--- src/rtl/prg_pkg.sv ---
package prg_pkg;
  localparam int PRG_CNT_W  = 15;
  localparam int PRG_CODE_W = 4;

  // Exponent of the period: aliased codes 1 and 2 map upward.
  function automatic logic [PRG_CODE_W-1:0] rate_shift(input logic [PRG_CODE_W-1:0] code);
    logic [PRG_CODE_W-1:0] s;
    if (code == 4'd1)      s = 4'd7;
    else if (code == 4'd2) s = 4'd8;
    else                   s = code - 4'd1;
    return s;
  endfunction

  // Mask covering the low 'shift' bits of the free-running count.
  function automatic logic [PRG_CNT_W-1:0] period_mask(input logic [PRG_CODE_W-1:0] shift);
    logic [PRG_CNT_W-1:0] m;
    for (int i = 0; i < PRG_CNT_W; i++) begin
      m[i] = (i < int'(shift));
    end
    return m;
  endfunction
endpackage

--- src/rtl/prg_divider.sv ---
module prg_divider #(
  parameter int CNT_W = prg_pkg::PRG_CNT_W
) (
  input  logic             clk,
  input  logic             rst_n,
  input  logic             tick_i,
  output logic [CNT_W-1:0] cnt_o,
  output logic [CNT_W-1:0] cnt_next_o
);
  logic [CNT_W-1:0] cnt_q;

  assign cnt_next_o = cnt_q + 1'b1;
  assign cnt_o      = cnt_q;

  always_ff @(posedge clk) begin
    if (!rst_n)      cnt_q <= '0;
    else if (tick_i) cnt_q <= cnt_next_o;
  end
endmodule

--- src/rtl/prg_rate_decode.sv ---
module prg_rate_decode #(
  parameter int CNT_W  = prg_pkg::PRG_CNT_W,
  parameter int CODE_W = prg_pkg::PRG_CODE_W
) (
  input  logic [CODE_W-1:0] rate_code_i,
  input  logic              per_en_i,
  output logic              active_o,
  output logic [CNT_W-1:0]  mask_o
);
  import prg_pkg::*;
  logic [CODE_W-1:0] shift;

  always_comb begin
    shift    = rate_shift(rate_code_i);
    mask_o   = period_mask(shift);
    active_o = per_en_i && (rate_code_i != '0);
  end
endmodule

--- src/rtl/prg_flag_ctrl.sv ---
module prg_flag_ctrl (
  input  logic clk,
  input  logic rst_n,
  input  logic set_i,
  input  logic clr_i,
  output logic irqf_o,
  output logic pf_o,
  output logic irq_o
);
  logic irqf_q, pf_q;

  always_ff @(posedge clk) begin
    if (!rst_n) begin
      irqf_q <= 1'b0;
      pf_q   <= 1'b0;
    end else if (set_i) begin
      irqf_q <= 1'b1;
      pf_q   <= 1'b1;
    end else if (clr_i) begin
      irqf_q <= 1'b0;
      pf_q   <= 1'b0;
    end
  end

  assign irqf_o = irqf_q;
  assign pf_o   = pf_q;
  assign irq_o  = irqf_q;
endmodule

--- src/rtl/periodic_rate_gen.sv ---
module periodic_rate_gen #(
  parameter int CNT_W  = prg_pkg::PRG_CNT_W,
  parameter int CODE_W = prg_pkg::PRG_CODE_W
) (
  input  logic              clk,
  input  logic              rst_n,
  input  logic              tick_32k,
  input  logic [CODE_W-1:0] rate_code,
  input  logic              per_en,
  input  logic              flag_clr,
  output logic              stat_irqf,
  output logic              stat_pf,
  output logic              irq
);
  logic [CNT_W-1:0] cnt_w, cnt_next_w, mask_w;
  logic             active_w;
  logic             boundary_w;

  prg_divider #(.CNT_W(CNT_W)) div_i (
    .clk(clk), .rst_n(rst_n), .tick_i(tick_32k),
    .cnt_o(cnt_w), .cnt_next_o(cnt_next_w)
  );

  prg_rate_decode #(.CNT_W(CNT_W), .CODE_W(CODE_W)) dec_i (
    .rate_code_i(rate_code), .per_en_i(per_en),
    .active_o(active_w), .mask_o(mask_w)
  );

  // Event when this pulse brings the count to a multiple of the period.
  assign boundary_w = tick_32k && active_w && ((cnt_next_w & mask_w) == '0);

  prg_flag_ctrl flg_i (
    .clk(clk), .rst_n(rst_n), .set_i(boundary_w), .clr_i(flag_clr),
    .irqf_o(stat_irqf), .pf_o(stat_pf), .irq_o(irq)
  );
endmodule

--- config.mk ---
export PLATFORM = sky130hd
export DESIGN_NAME = periodic_rate_gen
export DESIGN_NICKNAME = d
export VERILOG_FILES = /design/src/rtl/prg_pkg.sv /design/src/rtl/prg_divider.sv /design/src/rtl/prg_rate_decode.sv /design/src/rtl/prg_flag_ctrl.sv /design/src/rtl/periodic_rate_gen.sv
export SDC_FILE = /design/constraint.sdc
export NUM_CORES = 1
export LEC_CHECK = 0
export BUFFER_PORTS_ARGS = -buffer_cell sky130_fd_sc_hd__clkbuf_2
export CAP_MARGIN = 20
export CORE_AREA = 2 2 63 65
export CTS_CLUSTER_DIAMETER = 200
export DETAILED_ROUTE_END_ITERATION = 8
export DIE_AREA = 0 0 65 67
export GPL_ROUTABILITY_DRIVEN = 1
export PLACE_DENSITY = 0.54
export SLEW_MARGIN = 25
export SYNTH_ARGS = -nofsm -noshare
export SYNTH_HDL_FRONTEND = slang
export SYNTH_HIERARCHICAL = 1
export SYNTH_SLANG_ARGS = --single-unit
export TNS_END_PERCENT = 10
--- constraint.sdc ---
create_clock -name clk -period 4.3 [get_ports clk]
set_input_delay 0.215 -clock clk [delete_from_list [all_inputs] [get_ports clk]]
set_output_delay 0.215 -clock clk [all_outputs]
set_load 0.02 [all_outputs]
## Word-level counts from Yosys, hierarchy flattened

Index checks and enable logic that the tools add are counted.

| word-level totals | value |
|---|---|
| logic and storage cells | 32 |
| input port bits | 9 |
| output and inout bits | 3 |
| register bits | 16 |

| cells by class | value |
|---|---|
| reductions and logical operators | 6 |
| bitwise logic cells | 1 |
| add/subtract/negate cells | 2 |
| $lt $le $gt $ge | 15 |
| muxes and demuxes | 4 |
| equal/unequal tests | 2 |

Operator list:

| operator | count |
|---|---|
| less-than comparator 4 bit, first input constant | 7 |
| less-than comparator 3 x 4 -> 1 bit, first input constant | 4 |
| adder 15 x 1 -> 15 bit, second input constant | 1 |
| AND 15 bit | 1 |
| logical NOT 15 bit | 1 |
| less-than comparator 1 x 4 -> 1 bit, first input constant | 2 |
| less-than comparator 2 x 4 -> 1 bit, first input constant | 2 |
| 2-to-1 mux 4 bit | 2 |
| == test 4 x 1 -> 1 bit, second input constant | 1 |
| == test 4 x 2 -> 1 bit, second input constant | 1 |
| nonzero test 4 bit | 1 |
| subtractor 4 x 1 -> 4 bit, second input constant | 1 |
| logical AND 1 bit | 3 |
| 2-to-1 mux 1 bit | 2 |
| nonzero test 2 bit | 1 |

## Longest topological paths before layout

Gate-level depths: netlist of the first run.

| logic depth | value |
|---|---|
| depth after elaboration | 8 |
| mapped depth | 10 |

## Cells and area by module

The synthesis of the first run kept the hierarchy.

By module, submodules not included:

| module | area each (um^2) | instances | cells an instance |
|---|---|---|---|
| prg_divider | 944.7 | 1 | 113 |
| prg_rate_decode | 327.8 | 1 | 47 |
| periodic_rate_gen | 86.3 | 1 | 13 |
| prg_flag_ctrl | 56.3 | 1 | 5 |

## Least setup slack after synthesis of the first run

Ideal clock, no wire load.

| timing | value |
|---|---|
| kind | register to register |
| start point | reg div_i.cnt_q[0] (netlist: div_i/cnt_o[0]) |
| end point | reg flg_i.pf_q (netlist: flg_i/pf_o) |
| required time | 4.242 ns |
| stages on the path, launching flop included | 9 |
| path slack | 2.356 ns |
| arrival | 1.886 ns |
| clock period less this slack | 1.944 ns |
| path through | dfxtp_1 ha_1 nand3_2 nor4_2 xor2_1 a22oi_1 nand4_1 nor4_2 o21a_1 |

| on the way | value |
|---|---|
| word-level cells in the longest chain between the ends | 5 |
| elaborated cells between the ends (all ways) | 6 |
| those cells by class | add/sub: 1; mux: 1; bitwise: 1; reduce/logical: 3 |

RTL lines:

| what | RTL line | text |
|---|---|---|
| from (decl) | prg_divider.sv:10 | `logic [CNT_W-1:0] cnt_q;` |
| from (signal assigned) | prg_divider.sv:17 | `else if (tick_i) cnt_q <= cnt_next_o;` |
| adder 15 x 1 -> 15 bit * | prg_divider.sv:12 | `assign cnt_next_o = cnt_q + 1'b1;` |
| net cnt_next_w[14] | periodic_rate_gen.sv:15 | `logic [CNT_W-1:0] cnt_w, cnt_next_w, mask_w;` |
| AND 15 bit * | periodic_rate_gen.sv:30 | `assign boundary_w = tick_32k && active_w && ((cnt_next_w & mask_w) == '0);` |
| logical NOT 15 bit * | periodic_rate_gen.sv:30 |  |
| logical AND 1 bit * | periodic_rate_gen.sv:30 |  |
| net boundary_w | periodic_rate_gen.sv:17 | `logic boundary_w;` |
| 2-to-1 mux 1 bit / nonzero test 2 bit (equally long branches) | - |  |
| to (signal assigned) | prg_flag_ctrl.sv:15 | `pf_q <= 1'b0;` |
| to (signal assigned) | prg_flag_ctrl.sv:18 | `pf_q <= 1'b1;` |
| to (signal assigned) | prg_flag_ctrl.sv:21 | `pf_q <= 1'b0;` |
| to (decl) | prg_flag_ctrl.sv:10 | `logic irqf_q, pf_q;` |

The timed path passes the listed nets; every way through them passes the cells marked *.
A chain may end at the register's enable or synchronous reset.

## Worst setup path after layout of the first run

| timing | value |
|---|---|
| start point | reg div_i.cnt_q[2] (netlist: div_i/cnt_o[2]) |
| end point | reg flg_i.pf_q (netlist: flg_i/pf_o) |

The elaborated chain is that of the path after synthesis.

==> flow_metrics.py, run 1 <==
metrics = {
    "status": {
        "status": "complete, no violations",
    },
    "floorplanning": {
        "rows": 22,
        "core_sq_um": 3606,
        "chipWidth_um": 65,
        "die_y_um": 67,
        "initial_core_util_pct": 39.24,
        "dieArea_sq_um": 4355,
        "ios": 12,
    },
    "clock_network": {
        "post_cts_resized": 0,
        "cts-root-buf": "clkbuf_8",
        "holdBufCountCts": 0,
        "clk_pin_slew_ns": 0.06,
        "htree_levels": 1,
        "clockBufferDepth": 2,
        "cts_tree": "done",
        "cts_sinks": 16,
        "clk_latency_ns": 0.25,
        "post_cts.repair.setup_buffers": 0,
        "cts_made_buffers": 3,
    },
    "final_layout": {
        "multi_input_area_sq_um": 969.7,
        "nNetsFinal": 194,
        "diodes": 0,
        "drive_above_1_share_pct": 13.97,
        "seqCellArea_sq_um": 320.3,
        "areaGrowthSynthToFinish_pct": 5.836,
        "fillCellCount": 370,
    },
    "logic_synthesis": {
        "synthTopCellsByArea": "dfxtp_1 23%, xor2_1 7.4%, ha_1 4.4%",
        "yosysTopAreaCell": "dfxtp_1",
        "synthArstFlopShare_pct": 0,
        "ys_types": 45,
        "yosys-top-cells-count": "16 x dfxtp_1, 15 x nand2_1, 13 x nor2_1",
        "syn_inst": 178,
        "synth_flop_cell": "dfxtp_1",
        "ys_warn_count": 6,
        "synth-seq-cells": 16,
        "synth_top_cell_area_share_pct": 22.63,
        "syn_area_per_cell_sq_um": 7.950,
        "netlist_area_sq_um": 1415,
        "synth_edf_count": 0,
        "synth_most_common_cell": "dfxtp_1",
        "ys_seq_area_share_pct": 22.63,
        "syn_nets": 192,
    },
    "job": {
        "max_cap_violations": 0,
    },
    "drt": {
        "first_pass_iters": 4,
        "drc": 0,
        "drtIter0Drc": 117,
        "routedWlPerCell_um": 13.50,
        "viasPerCell": 5.612,
        "ant_nets": 0,
        "routed_wl_mm": 3.065,
        "vias": 1274,
    },
    "setup_path": {
        "crit_path_cell_trace": "nand4_1 -> nor4_2 -> xor2_1 -> a22oi_1 -> nand2_1 -> nor4_2 -> o21a_1",
        "crit_slowest_cell": "nand4_1",
        "path_delay_family": "simple AND/OR/NAND/NOR gates",
        "cpMostUsedCell": "nor4_2",
        "arrival_ns": 2.40,
        "rrSetupSlack_ns": 2.10,
        "cp-end-kind": "flop",
        "slowest_delay_ns": 0.53,
        "critPathMaxFanout": 14,
        "path_class": "reg2reg",
        "critPathLaunchType": "flop",
        "crit_buf_inv": 0,
        "required_ns": 4.50,
    },
    "worst_hold_path": {
        "hp-class": "in2reg",
    },
    "global_route": {
        "antenna_found_initial": 0,
        "grt_pass1_vias": 1146,
        "grt_max_degree": 17,
        "grt_overflow": 0,
        "grt_usage_pct": 16.01,
        "grt_pass1_wl_mm": 5.333,
    },
    "timing": {
        "worst-slew-pin-transition_ns": 0.5865,
        "setup_tns_ns": 0,
        "finalSetupViolCount": 0,
        "finalHoldViolations": 0,
        "slew_viol_final": 0,
        "whs_ns": 0.2817,
        "min_period_ns": 2.196,
        "fin_crit_sh_pct": 51.07,
        "fmax_ghz": 0.4554,
        "grt_setup_unrepaired": "false",
        "finClkSkew_ns": 0.001379,
        "slew_headroom_pct": 60.78,
    },
    "pwr": {
        "p_leak_nw": 0.6043,
        "p_per_area_nw_per_um2": 233.2,
        "peakVddDrop_mv": 0.1424,
    },
    "place": {
        "dp_hpwl_mm": 2.295,
        "io_buffers": 11,
        "place_congestion": 0.8567,
    },
}
==> metrics by stage <==
step	util (%)	power, mW	setup WS (ns)	instance area, sq um	std cells
6_report	41.53	0.3493	2.104	1498	227
5_1_grt	41.53	0.3666	1.716	1498	227
4_1_cts	41.53	0.3544	2.088	1498	227
3_5_place_dp	40.01	0.2162	1.930	1443	223
3_3_place_gp	40.01	0.2154	2.064	1443	223
2_1_floorplan	-	0.2026	2.356	1415	178
==> kinds of logic after synthesis <==
| kind of cell | count (synthesis) | synth area share, % |
|---|---|---|
| muxes | 3 | 2.122 |
| DFF | 16 | 22.64 |
| xor gates and xnor gates | 17 | 10.52 |
| adders and majority gates | 5 | 4.421 |
| and+or+nand+nor | 71 | 30.59 |
| buffers and inverters | 24 | 8.841 |
| AOI/OAI and AO/OA | 42 | 20.87 |
==> final timing paths <==
kind                           startpoint                            to  depth (start not counted)
max reg2reg   div_i/cnt_o[2]$_SDFFE_PN0P_       flg_i/pf_o$_SDFFE_PN0P_                          7
min reg2reg  div_i/cnt_o[14]$_SDFFE_PN0P_  div_i/cnt_o[14]$_SDFFE_PN0P_                          2
max           div_i/cnt_o[2]$_SDFFE_PN0P_       flg_i/pf_o$_SDFFE_PN0P_                          7
min                              flag_clr       flg_i/pf_o$_SDFFE_PN0P_                          3
==> layout make-up <==
type	count	share of cell area [%]
Sequential cell	16	21.39
Timing Repair Buffer	11	3.676
Tap cell	48	4.010
Multi-Input combinational cell	138	64.75
Clock buffer	4	3.676
Inverter	10	2.506
==> report_power, final <==
part           internal (mW)  switching, mW  leakage (nW)
Clock                 0.0814         0.0546        0.0288
Combinational         0.0239         0.0354         0.446
Sequential             0.151        0.00345         0.129
==> placed cells by master (no fill, tap or decap), types with 2 or more instances in the layout <==
master | netlist | routed
a21boi_0 | 2 | 2
a21oi_1 | 10 | 10
a22oi_1 | 7 | 7
a31oi_1 | 2 | 2
clkbuf_2 | 0 | 11
clkbuf_8 | 0 | 4
dfxtp_1 | 16 | 16
ha_1 | 5 | 5
inv_1 | 10 | 10
mux2i_1 | 3 | 3
nand2_1 | 15 | 15
nand2b_1 | 5 | 5
nand3_1 | 5 | 5
nand4_1 | 5 | 5
nand4_2 | 2 | 2
nor2_1 | 13 | 13
nor2b_1 | 2 | 2
nor3_1 | 4 | 4
nor4_1 | 2 | 2
nor4_2 | 3 | 3
o21a_1 | 2 | 2
o21ai_0 | 6 | 6
o221ai_1 | 2 | 2
o31ai_1 | 5 | 5
or3_1 | 4 | 4
or4_1 | 3 | 3
xnor2_1 | 5 | 5
xor2_1 | 12 | 12
==> registers in the layout, summed over array words and instances, names as in the netlist <==
| signal | count |
|---|---|
| div_i/cnt_o | 15 |
| flg_i/pf_o | 1 |
==> worst reg2reg max path, cell delays in order (launching register included) <==
cell and delay (ns):
dfxtp_1 0.49, nand4_1 0.53, nor4_2 0.36, xor2_1 0.12, a22oi_1 0.16, nand2_1 0.08
nor4_2 0.25, o21a_1 0.15
==> layer usage <==
| metal | vias to the layer above | GRT usage, % | part of all wire [%] |
|---|---|---|---|
| li1 | 639 | - | - |
| met1 | 599 | 21.57 | 48 |
| met2 | 32 | 25.39 | 45 |
| met3 | 4 | 3.041 | 5.8 |
| met4 | 0 | 5.585 | 1.2 |
| met5 | - | 0 | 0 |
Power figures use the tool's default switching activity.
==> run 2, diff against run 1 <==
clock period = 2.22 ns   (was 4.3 ns; I/O delays follow)
==> run 2 against run 1 <==
Net effect:
- non-clock buffer count up 9
- utilization up 1.9 points
- design area is 4.5% higher
- largest power group unchanged
- cell count rose by 4.0%
- sequential share of layout area shrank 0.92 points
- die area stayed put
- largest cell class unchanged
- clock-buffer cell count unchanged
==> flow_metrics.py, run 2 (synthesized netlist as in run 1, its figures left out) <==
metrics = {
    "drt": {
        "vias": 1321,
        "drtIter0Drc": 87,
        "routedWlPerCell_um": 13.44,
        "first_pass_iters": 4,
        "routed_wl_mm": 3.173,
        "drc": 0,
        "ant_nets": 0,
        "viasPerCell": 5.597,
    },
    "final_layout": {
        "areaGrowthSynthToFinish_pct": 10.61,
        "layout_commonest_cell": "dfxtp_1",
        "largest_register_ffs": 15,
        "fillCellCount": 366,
        "nNetsFinal": 203,
        "drive_above_1_share_pct": 18.09,
        "diodes": 0,
        "multi_input_area_sq_um": 969.7,
        "layout_common_cells": "16 x dfxtp_1, 15 x nand2_1, 13 x nor2_1",
        "stdcell_count": 236,
        "seqCellArea_sq_um": 320.3,
    },
    "timing": {
        "min_period_ns": 1.966,
        "worst-slew-pin-transition_ns": 0.4295,
        "slew_viol_final": 0,
        "slew_headroom_pct": 71.12,
        "grt_setup_unrepaired": "false",
        "finalHoldViolations": 0,
        "finalSetupViolCount": 0,
        "worst_slack_ns": 0.2545,
        "finClkSkew_ns": 0.003374,
        "fin_crit_sh_pct": 88.54,
        "setup_tns_ns": 0,
        "fmax_ghz": 0.5088,
    },
    "floorplanning": {
        "chipWidth_um": 65,
        "die_y_um": 67,
        "initial_core_util_pct": 39.24,
        "dieArea_sq_um": 4355,
        "core_sq_um": 3606,
        "rows": 22,
        "ios": 12,
    },
    "setup_path": {
        "ff2ff_path_depth": 8,
        "required_ns": 2.42,
        "arrival_ns": 2.17,
        "crit_path_cell_trace": "ha_1 -> nand3_2 -> nor4_2 -> xor2_1 -> a22oi_1 -> nand4_1 -> nor4_2 -> o21a_1",
        "rr_startpoint": "div_i/cnt_o[1]$_SDFFE_PN0P_",
        "rrSetupSlack_ns": 0.25,
        "cp-end-kind": "flop",
        "r2r_end": "flg_i/pf_o$_SDFFE_PN0P_",
        "slowest_delay_ns": 0.40,
        "path_class": "reg2reg",
        "critPathMaxFanout": 5,
        "crit_slowest_cell": "dfxtp_1",
        "critPathLaunchType": "flop",
        "cpMostUsedCell": "nor4_2",
    },
    "pwr": {
        "seqPwrFrac_pct": 42.8,
        "p_per_area_nw_per_um2": 441.2,
        "p_leak_nw": 0.6488,
        "swShare_pct": 27.53,
        "clkPwrFrac_pct": 39.4,
        "p_sw_mw": 0.1901,
        "peakVddDrop_mv": 0.2145,
        "p_int_mw": 0.5004,
        "power_mw": 0.6906,
        "comb_power_share_pct": 17.8,
    },
    "place": {
        "pre_cts_ws_ns": 0.06857,
        "place_congestion": 0.9117,
        "dp_cells": 232,
        "io_buffers": 11,
        "dp_hpwl_mm": 2.391,
    },
    "global_route": {
        "antenna_found_initial": 0,
        "grt_overflow": 0,
        "grt_usage_pct": 15.58,
        "grt_pass1_wl_mm": 5.306,
        "grt_max_degree": 15,
        "grt_pass1_vias": 1230,
    },
    "job": {
        "max_cap_violations": 0,
    },
    "clock_network": {
        "clk_latency_ns": 0.26,
        "cts_sinks": 16,
        "cts_tree": "done",
        "cts-root-buf": "clkbuf_8",
        "holdBufCountCts": 0,
        "cts_made_buffers": 3,
        "post_cts_resized": 0,
        "post_cts.repair.setup_buffers": 0,
        "clk_pin_slew_ns": 0.07,
        "htree_levels": 1,
        "clockBufferDepth": 2,
    },
    "worst_hold_path": {
        "hp-class": "in2reg",
        "worstHoldStart": "flag_clr",
        "min_delay_worst_endpoint": "flg_i/pf_o$_SDFFE_PN0P_",
        "holdPathStages": 3,
    },
    "status": {
        "status": "complete, no violations",
    },
}
-- run 2: through the flow --
step | hold WS [ns] | cell area, sq um | utilization (%)
after CTS | 0.1699 | 1565 | 43.41
after detailed placement | 0.4374 | 1510 | 41.88
after floorplan | 0.2285 | 1415 | -
after global routing | 0.1842 | 1565 | 43.41
final | 0.1705 | 1565 | 43.41
after global placement | 0.4364 | 1510 | 41.88
-- run 2: routing by layer --
layer,up-vias,share of wire [%],global-route usage (%)
li1,663,-,-
met1,630,51,19.33
met2,24,46,26.80
met3,4,2.6,2.534
met4,0,1.1,6.117
met5,-,0,0
-- run 2: final cells by class --
cell class,instances,area share [%]
inverter,10,2.398
timing repair buffer,20,7.834
tap,48,3.837
sequential,16,20.46
clock buffer,4,3.517
multi-input combinational,138,61.95
-- run 2: worst max-delay path, delay by kind of cell (launching register included) --
| kind | cells | cell delay, ns |
|---|---|---|
| flip-flops | 1 | 0.40 |
| XOR/XNOR | 1 | 0.12 |
| AND/OR/NAND/NOR | 4 | 0.85 |
| adder cells (fa/ha/maj) | 1 | 0.21 |
| AO/OA/AOI/OAI | 2 | 0.34 |
-- run 2: worst max path at each step --
stage / start / to
after floorplan: div_i/cnt_o[0]$_SDFFE_PN0P_ / flg_i/pf_o$_SDFFE_PN0P_
after global placement: rate_code[1] / flg_i/pf_o$_SDFFE_PN0P_
after detailed placement: rate_code[1] / flg_i/pf_o$_SDFFE_PN0P_
after CTS: div_i/cnt_o[1]$_SDFFE_PN0P_ / flg_i/pf_o$_SDFFE_PN0P_
after global routing: div_i/cnt_o[1]$_SDFFE_PN0P_ / flg_i/pf_o$_SDFFE_PN0P_
final: div_i/cnt_o[1]$_SDFFE_PN0P_ / flg_i/pf_o$_SDFFE_PN0P_
-- run 2: power groups by stage --
| stage | clock [mW] | sequential [mW] | combinational (mW) |
|---|---|---|---|
| global route | 0.290 | 0.297 | 0.136 |
| floorplan | 0 | 0.304 | 0.0889 |
| CTS | 0.282 | 0.296 | 0.123 |
| detailed placement | 0 | 0.303 | 0.122 |
| global placement | 0 | 0.302 | 0.121 |
| finish | 0.272 | 0.296 | 0.123 |
==> run 3, diff against run 2 <==
clock period = 2 ns   (was 2.22 ns; I/O delays follow)
==> run 3 against run 2 <==
Net effect:
- highest routed layer unchanged
- worst hold slack lost 0.013 ns
- routed wire length grew 6.5%
- cell count grew 5.1%
- design area grew 6.7%
- critical path type unchanged
==> flow_metrics.py, run 3 (synthesized netlist as in run 1, its figures left out) <==
metrics = {
    "status": {
        "status": "complete, no violations",
    },
    "drt": {
        "vias": 1327,
        "wl_met3_um": 186,
        "drtIter0Drc": 90,
        "viasPerCell": 5.351,
        "wl_met1_mm": 1.591,
        "dr_wl_met2_mm": 1.581,
        "drc": 0,
        "ant_nets": 0,
        "routedWlPerCell_um": 13.62,
        "routed_wl_mm": 3.378,
        "maxUsedRoutingLayer": "met4",
        "first_pass_iters": 4,
    },
    "place": {
        "dp_hpwl_mm": 2.605,
        "dpl_cell_area_sq_um": 1613,
        "place_congestion": 0.8186,
        "dp_cells": 244,
        "io_buffers": 11,
    },
    "floorplanning": {
        "initial_core_util_pct": 39.24,
        "die_y_um": 67,
        "dieArea_sq_um": 4355,
        "ios": 12,
        "rows": 22,
        "chipWidth_um": 65,
        "core_sq_um": 3606,
    },
    "final_layout": {
        "finish.instance_area_sq_um": 1670,
        "nNetsFinal": 215,
        "layout_common_cells": "20 x buf_4, 15 x nand2_1, 14 x dfxtp_1",
        "largest_register_ffs": 15,
        "diodes": 0,
        "drive_above_1_share_pct": 24.00,
        "fin_util_pct": 46.32,
        "fillCellCount": 379,
        "stdcell_count": 248,
        "layout_commonest_cell": "buf_4",
        "multi_input_area_sq_um": 969.7,
        "areaGrowthSynthToFinish_pct": 18.04,
        "seqCellArea_sq_um": 322.8,
    },
    "clock_network": {
        "cts_made_buffers": 3,
        "clk_pin_slew_ns": 0.07,
        "clk_latency_ns": 0.26,
        "post_cts.repair.setup_buffers": 0,
        "clockBufferDepth": 2,
        "cts_sinks": 16,
        "htree_levels": 1,
        "cts-root-buf": "clkbuf_8",
        "cts_tree": "done",
    },
    "setup_path": {
        "critPathMaxFanout": 7,
        "required_ns": 2.21,
        "cp-end-kind": "flop",
        "arrival_ns": 2.04,
        "crit_path_cell_trace": "ha_1 -> nand3_2 -> buf_4 -> nor3_1 -> xor2_1 -> a22oi_1 -> nand2_1 -> nor4_2 -> o21a_1",
        "critPathLaunchType": "flop",
        "crit_slowest_cell": "dfxtp_2",
        "slowest_delay_ns": 0.36,
        "path_class": "reg2reg",
    },
    "global_route": {
        "grt_overflow": 0,
        "grt_usage_pct": 17.39,
        "antenna_found_initial": 0,
        "grt_max_degree": 15,
        "grt_pass1_vias": 1270,
        "grt_pass1_wl_mm": 5.816,
    },
    "pwr": {
        "peakVddDrop_mv": 0.3839,
        "p_per_area_nw_per_um2": 468.4,
        "p_leak_nw": 0.7163,
        "power_mw": 0.7823,
    },
    "timing": {
        "min_period_ns": 1.828,
        "fin_crit_sh_pct": 91.40,
        "slew_viol_final": 0,
        "whs_ns": 0.1577,
        "fmax_ghz": 0.5471,
        "finalSetupViolCount": 0,
        "worst-slew-pin-transition_ns": 0.4001,
        "finalHoldViolations": 0,
        "grt_setup_unrepaired": "false",
        "finClkSkew_ns": 0.008730,
        "slew_headroom_pct": 73.30,
    },
    "job": {
        "max_cap_violations": 0,
    },
    "worst_hold_path": {
        "hp-class": "in2reg",
    },
}
[run 3: power breakdown]
part           leakage (nW)  switching, mW  internal [mW]
Sequential            0.130        0.00607          0.325
Combinational         0.558         0.0833         0.0675
Clock                0.0288          0.126          0.175
Total                 0.716          0.215          0.567
[run 3: worst paths after layout]
path	startpoint	endpoint	slack, ns	depth (start not counted)
max	div_i/cnt_o[1]$_SDFFE_PN0P_	flg_i/pf_o$_SDFFE_PN0P_	0.17	9
min	flag_clr	flg_i/pf_o$_SDFFE_PN0P_	0.16	3
min reg2reg	div_i/cnt_o[14]$_SDFFE_PN0P_	div_i/cnt_o[14]$_SDFFE_PN0P_	0.49	2
max reg2reg	div_i/cnt_o[1]$_SDFFE_PN0P_	flg_i/pf_o$_SDFFE_PN0P_	0.17	9
[run 3: critical path: cells and delay by family, from the launching register on]
kind / cells / cell delay (ns)
simple gates: 4 / 0.62
flops: 1 / 0.36
compound gates: 2 / 0.31
fa+ha+maj: 1 / 0.19
buf+inv: 1 / 0.19
xor+xnor: 1 / 0.10
[run 3: final cells by class]
type                       instances  share of cell area [%]
sequential                        16                   19.33
clock buffer                       4                   3.296
tap                               48                   3.596
inverter                          10                   2.247
timing repair buffer              32                   13.48
multi-input combinational        138                   58.05
[run 3: per-stage QoR]
stage          TNS (ns)  setup WS [ns]
2_1_floorplan         0        0.05628
3_3_place_gp          0        0.06132
3_5_place_dp   -0.04293       -0.04293
4_1_cts               0        0.03857
5_1_grt               0       0.002399
6_report              0         0.1721
[run 3: what timing repair did]
action                     in CTS  in global routing
setup endpoints to repair       0                  1
hold buffers                    0                  0
resized for setup               0                  2
[run 3: metal layers]
metal	GRT usage (%)	vias up
li1	-	682
met1	22.66	604
met2	28.99	39
met3	3.547	2
met4	4.787	0
met5	0	-
